--- src/rtl/perm_pkg.sv ---
package perm_pkg;

  typedef struct packed {
    logic x;
    logic w;
    logic r;
  } rights_t;

  typedef enum logic [1:0] {
    ACC_READ  = 2'd0,
    ACC_WRITE = 2'd1,
    ACC_FETCH = 2'd2,
    ACC_BAD   = 2'd3
  } acc_e;

  localparam rights_t RIGHTS_NONE = '{x: 1'b0, w: 1'b0, r: 1'b0};
  localparam rights_t RIGHTS_ALL  = '{x: 1'b1, w: 1'b1, r: 1'b1};

  // Right demanded by an access type; none for the illegal code.
  function automatic rights_t need_of(acc_e t);
    rights_t n;
    n = RIGHTS_NONE;
    unique case (t)
      ACC_READ:  n.r = 1'b1;
      ACC_WRITE: n.w = 1'b1;
      ACC_FETCH: n.x = 1'b1;
      default:   n = RIGHTS_NONE;
    endcase
    return n;
  endfunction

endpackage

--- src/rtl/perm_pp_table.sv ---
module perm_pp_table
  import perm_pkg::*;
(
  input  logic       key_i,
  input  logic [2:0] code_i,
  input  logic       noexec_i,
  output rights_t    rights_o
);

  logic rd, wr;

  always_comb begin
    rd = 1'b0;
    wr = 1'b0;
    if (!key_i) begin
      unique case (code_i)
        3'd0, 3'd1, 3'd2: begin rd = 1'b1; wr = 1'b1; end
        3'd3, 3'd6:       rd = 1'b1;
        default:          ;
      endcase
    end else begin
      unique case (code_i)
        3'd2:       begin rd = 1'b1; wr = 1'b1; end
        3'd1, 3'd3: rd = 1'b1;
        default:    ;
      endcase
    end
  end

  assign rights_o = '{x: ~noexec_i, w: wr, r: rd};

  // Reserved codes never grant data access.
  always_comb begin
    if (code_i == 3'd4 || code_i == 3'd5 || code_i == 3'd7)
      AST_PP_RESERVED: assert (!rights_o.r && !rights_o.w);
  end

  // Write is never granted without read.
  always_comb begin
    AST_PP_WR_IMPL_RD: assert (!rights_o.w || rights_o.r);
  end

endmodule

--- src/rtl/perm_mask_field.sv ---
module perm_mask_field
  import perm_pkg::*;
#(
  parameter int KEY_W    = 5,
  localparam int NUM_KEYS = 1 << KEY_W,
  localparam int MASK_W   = 2 * NUM_KEYS
) (
  input  logic [MASK_W-1:0] mask_i,
  input  logic [KEY_W-1:0]  key_i,
  input  logic              en_i,
  output rights_t           rights_o
);

  logic [1:0] fields [NUM_KEYS];

  // Key 0 owns the most significant pair.
  for (genvar k = 0; k < NUM_KEYS; k++) begin : g_field
    assign fields[k] = mask_i[2*(NUM_KEYS-1-k) +: 2];
  end

  logic [1:0] sel;
  assign sel = fields[key_i];

  always_comb begin
    if (en_i) rights_o = '{x: 1'b1, w: sel[1], r: sel[0]};
    else      rights_o = RIGHTS_ALL;
  end

  always_comb begin
    AST_MASK_EXEC: assert (rights_o.x);
  end

  always_comb begin
    if (!en_i)
      AST_MASK_OFF: assert (rights_o == RIGHTS_ALL);
  end

endmodule

--- src/rtl/perm_eval.sv ---
module perm_eval
  import perm_pkg::*;
#(
  parameter int PTE_W     = 64,
  parameter int KEY_W     = 5,
  parameter int KEY_LSB   = 9,
  parameter int NX_BIT    = 2,
  parameter int GRD_BIT   = 3,
  parameter int PP_HI_BIT = 63,
  localparam int NUM_KEYS = 1 << KEY_W,
  localparam int MASK_W   = 2 * NUM_KEYS
) (
  input  logic              prob_state_i,
  input  logic              seg_key_user_i,
  input  logic              seg_key_sup_i,
  input  logic              seg_noexec_i,
  input  logic [PTE_W-1:0]  pte_w1_i,
  input  logic [MASK_W-1:0] auth_mask_i,
  input  logic              mask_en_i,
  input  logic [1:0]        acc_type_i,
  output logic [2:0]        grant_o,
  output logic              viol_o,
  output logic              pp_fail_o,
  output logic              mask_fail_o,
  output logic              bad_type_o
);

  logic             act_key;
  logic [2:0]       pp_code;
  logic             pg_noexec;
  logic [KEY_W-1:0] pg_key;
  rights_t          pp_rights, mask_rights, fin_rights, need;
  acc_e             acc;

  assign act_key   = prob_state_i ? seg_key_user_i : seg_key_sup_i;
  assign pp_code   = {pte_w1_i[PP_HI_BIT], pte_w1_i[1:0]};
  assign pg_noexec = pte_w1_i[NX_BIT] | pte_w1_i[GRD_BIT] | seg_noexec_i;
  assign pg_key    = pte_w1_i[KEY_LSB +: KEY_W];
  assign acc       = acc_e'(acc_type_i);

  perm_pp_table u_pp (
    .key_i    (act_key),
    .code_i   (pp_code),
    .noexec_i (pg_noexec),
    .rights_o (pp_rights)
  );

  perm_mask_field #(.KEY_W(KEY_W)) u_mask (
    .mask_i   (auth_mask_i),
    .key_i    (pg_key),
    .en_i     (mask_en_i),
    .rights_o (mask_rights)
  );

  assign fin_rights  = pp_rights & mask_rights;
  assign need        = need_of(acc);
  assign bad_type_o  = (acc == ACC_BAD);
  assign pp_fail_o   = |(need & ~pp_rights);
  assign mask_fail_o = |(need & ~mask_rights);
  assign viol_o      = bad_type_o | (|(need & ~fin_rights));
  assign grant_o     = fin_rights;

  always_comb begin
    AST_GRANT_SUBSET: assert ((grant_o & ~pp_rights) == 3'b000 &&
                              (grant_o & ~mask_rights) == 3'b000);
  end

  always_comb begin
    if (pg_noexec)
      AST_NO_EXEC: assert (!grant_o[2]);
  end

  always_comb begin
    if (pp_fail_o || mask_fail_o)
      AST_FAIL_VIOL: assert (viol_o);
  end

  always_comb begin
    if (bad_type_o)
      AST_BAD_TYPE: assert (viol_o && !pp_fail_o && !mask_fail_o);
  end

endmodule

--- config.mk ---
export PLATFORM = sky130hd
export DESIGN_NAME = perm_eval
export DESIGN_NICKNAME = d
export VERILOG_FILES = /design/src/rtl/perm_pkg.sv /design/src/rtl/perm_pp_table.sv /design/src/rtl/perm_mask_field.sv /design/src/rtl/perm_eval.sv
export SDC_FILE = /design/constraint.sdc
export NUM_CORES = 1
export LEC_CHECK = 0
export BUFFER_PORTS_ARGS = -buffer_cell sky130_fd_sc_hd__buf_2
export CAP_MARGIN = 20
export CORE_MARGIN = 10
export CORE_UTILIZATION = 30
export DETAILED_ROUTE_END_ITERATION = 7
export PLACE_DENSITY = 0.89
export SYNTH_ARGS = -nofsm -noshare
export SYNTH_HDL_FRONTEND = slang
export SYNTH_HIERARCHICAL = 1
export SYNTH_SLANG_ARGS = --single-unit
--- constraint.sdc ---
create_clock -name vclk -period 4.75
set_input_delay 0.2375 -clock vclk [all_inputs]
set_output_delay 0.2375 -clock vclk [all_outputs]
set_load 0.05 [all_outputs]
# Word level (Yosys, flattened, before mapping)
# Index checks and enable logic that the tools add are counted.
[totals] register_bits=0 in_bits=135
[classes] bitwise=12 n_eq_ne=7 mux=14 order_cmp=1 reduce_logical=8
[ops] op="OR reduction 3 bit" n=5
[ops] op="AND 3 bit" n=4
[ops] op="binary-select mux 2 bit (select 5 bit)" n=1
[ops] op="2-to-1 mux 1 bit" n=10
[ops] op="NOT 3 bit" n=3
[ops] op="== test 3 x 2 -> 1 bit (second input constant)" n=2
[ops] op=">= comparator 6 bit (second input constant)" n=1
[ops] op="2-to-1 mux 2 bit" n=3
[ops] op="NOT 5 -> 6 bit" n=1
[ops] op="OR reduction 5 bit" n=1
[ops] op="== test 2 bit (second input constant)" n=2
[ops] op="== test 3 x 1 -> 1 bit (second input constant)" n=1
[ops] op="== test 3 bit (second input constant)" n=1
[ops] op="zero test 3 bit" n=1
[ops] op="OR 1 bit" n=3
[ops] op="== test 2 x 1 -> 1 bit (second input constant)" n=1
[ops] op="zero test 2 bit" n=1
[ops] op="NOT 1 bit" n=1

# Longest topological paths before layout
[logic_depth] word_depth=10 depth_mapped=8 ltp_nobuf=6

# Hierarchy
# Netlist, hierarchy kept.
[by_module_without_submodules] module="perm_mask_field" cells_per_inst=74 area_per_inst_um2=626.9 instances=1 seq_area_each_um2=0.0
[by_module_without_submodules] module="perm_eval" cells_per_inst=15 area_per_inst_um2=130.1 instances=1 seq_area_each_um2=0.0
[by_module_without_submodules] module="perm_pp_table" cells_per_inst=9 area_per_inst_um2=57.6 instances=1 seq_area_each_um2=0.0

# Worst setup path before layout
# OpenSTA, ideal clock, no wires.
[synth_path] path_type="input port to output port" startpoint="in pte_w1_i[11]" endpoint="out mask_fail_o" cell_stages=8 slack_ns=2.680 t_arrival_ns=1.833 cell_sequence="buf_6 buf_12 mux2i_1 a22oi_1 a211oi_1 o41ai_1 mux2_4 o22ai_2"
[synth_lines] element="start, declared" line="perm_eval.sv:17" text="input logic [PTE_W-1:0] pte_w1_i,"
[synth_lines] element="end, declared" line="perm_eval.sv:24" text="output logic mask_fail_o,"

==> flow_metrics.env <==
export IMPL_tightestPinTransition_ps=900
export IMPL_required_ps=4510
export IMPL_nets=313
export IMPL_areaGrowthSynthToFinish_pct=46.9
export IMPL_finalCritPeriodShare=0.582
export IMPL_first_iter_violations=17
export IMPL_core_area_um2=2540
export IMPL_ys_top_cells_by_count="mux2i_1 (32), a22oi_1 (16), a21oi_1 (6)"
export IMPL_synth_lib_cells_used_distinct=28
export IMPL_synth_most_common_cell="mux2i_1"
export IMPL_nFillCells=285
export IMPL_fp_dieW_um=72.1
export IMPL_synth_nets=233
export IMPL_die_area_um2=5200
export IMPL_vdd_ir_drop_max_uv=78.5
export IMPL_finalSetupViolations=0
export IMPL_gp_congestion=0.672
export IMPL_dp_hpwl_um=2950
export IMPL_cp_start_kind="input pin"
export IMPL_dieHeight_um=72.1
export IMPL_rsz0062_at_grt="no"
export IMPL_max_cap_violations=0
export IMPL_max_freq_ghz=0.362
export IMPL_period_needed_ps=2770
export IMPL_hold_path_class="input pin to primary output"
export IMPL_antenna_cells=0
export IMPL_synth_area_leaders="mux2i_1 (39%), a22oi_1 (15%), buf_12 (4.9%)"
export IMPL_via_per_inst=5.13
export IMPL_syn_avg_cell_area_um2=8.31
export IMPL_vias=1057
export IMPL_drive_gt1_frac=0.534
export IMPL_worstPathMaxFanout=32
export IMPL_cts_resized=0
export IMPL_seq_area_frac_synth=0
export IMPL_first_global_vias=1140
export IMPL_post_cts_buffers=0
export IMPL_grt_pass1_wl_um=4860
export IMPL_antenna_found_initial=0
export IMPL_syn_instance_count=98
export IMPL_slew_headroom=0.400
export IMPL_grt_overflow=0
export IMPL_leakage_uw=0.000671
export IMPL_initial_utilization=0.320
export IMPL_use_met2=0.201
export IMPL_pin_count=142
export IMPL_setup_tns_final_ps=0
export IMPL_top_usage_layer="met2"
export IMPL_seq_cells=0
export IMPL_hold_depth=3
export IMPL_hold_buffers=0
export IMPL_drc_errors=0
export IMPL_io_buffers=88
export IMPL_regArea_um2=0
export IMPL_worstSetupPathType="input pin to primary output"
export IMPL_wl_per_cell_um=15.7
export IMPL_rows=18
export IMPL_synth_top_area_share=0.393
export IMPL_final_util=0.470
export IMPL_slew_viol_final=0
export IMPL_drt_pass1_iter_count=4
export IMPL_use_met3=0.0531
export IMPL_grt_util_all_layers=0.108
export IMPL_hold_end="pp_fail_o"
export IMPL_grt_max_degree=33
export IMPL_postRouteAntennaNets=0
export IMPL_yosys_area_top_type="mux2i_1"
export IMPL_syn_area_um2=815
export IMPL_clockBufferCount=0
export IMPL_grt_use_met1=0.112
export IMPL_critical_path_arrival_ps=2530
export IMPL_outcome="finished clean"
export IMPL_min_from="acc_type_i[1]"
export IMPL_power_density_nw_per_um2=97.1
export IMPL_critPathCaptureType="primary output"
export IMPL_wl_um=3240
export IMPL_yosysWarnings=6
export IMPL_hold_viol=0
-- per-stage QoR --
step	cell area [um^2]	power, uW	std cells	hold WS, ps	setup WS, ps
global route	1200	127	206	913	1740
global placement	1200	114	206	887	2010
finish	1200	116	206	888	1980
detailed placement	1200	117	206	892	1950
CTS	1200	117	206	891	1950
floorplan	815	76.8	98	677	2680
-- critical path: stages --
cell and delay [ps]:
buf_2 680, mux2i_1 160, a22oi_1 270, a21oi_1 100, o41ai_1 550, mux2_4 250, o22ai_2 60, buf_2 210
-- kinds of logic (layout without fill, tap and decap cells) --
family | Yosys count | count (layout) | share of synthesized area
AOI/OAI and AO/OA | 32 | 32 | 0.287
muxes | 35 | 35 | 0.444
other | 1 | 1 | 0.00460
buffers and inverters | 12 | 90 | 0.127
and+or+nand+nor | 18 | 18 | 0.137
-- layer usage --
| layer | vias up | wire length [um] |
|---|---|---|
| li1 | 538 | - |
| met2 | 52 | 1630 |
| met4 | 0 | 0 |
| met5 | - | 0 |
| met3 | 0 | 411 |
| met1 | 467 | 1200 |
-- worst max path at each step --
stage | endpoint | slack [ps] | from
2_1_floorplan | mask_fail_o | 2680 | pte_w1_i[11]
3_3_place_gp | mask_fail_o | 2010 | pte_w1_i[11]
3_5_place_dp | mask_fail_o | 1950 | pte_w1_i[11]
4_1_cts | mask_fail_o | 1950 | pte_w1_i[11]
5_1_grt | mask_fail_o | 1740 | pte_w1_i[11]
6_report | mask_fail_o | 1980 | pte_w1_i[11]
-- where the power goes --
part | internal, uW | total (uW) | switching (uW)
Sequential | 0 | 0 | 0
Clock | 0 | 0 | 0
Combinational | 56.2 | 116 | 59.9
Total | 56.2 | 116 | 59.9
-- final cells by class --
class / instances / area (um^2) / area share
Multi-Input combinational cell: 86 / 711 / 0.594
Timing Repair Buffer: 88 / 440 / 0.368
Tap cell: 30 / 37.5 / 0.0314
Inverter: 2 / 7.51 / 0.00628
-- layout by cell type, fill, tap and decap left out --
cell type	synthesis	routed
buf_2	0	88
mux2i_1	32	32
a22oi_1	16	16
a21oi_1	6	6
nor2b_1	4	4
and2_1	3	3
nand2b_1	3	3
nand2_1	3	3
mux2_4	2	2
inv_1	2	2
a211oi_1	2	2
o41ai_1	2	2
o21ai_0	2	2
o22ai_2	1	1
and2_2	1	1
nand4bb_1	1	1
nand4b_1	1	1
o211a_1	1	1
or3_1	1	1
o22ai_1	1	1
mux2_2	1	1
nor2_1	1	1
conb_1	1	1
a211oi_2	1	1
No activity file was read; power rests on OpenSTA's default activity.
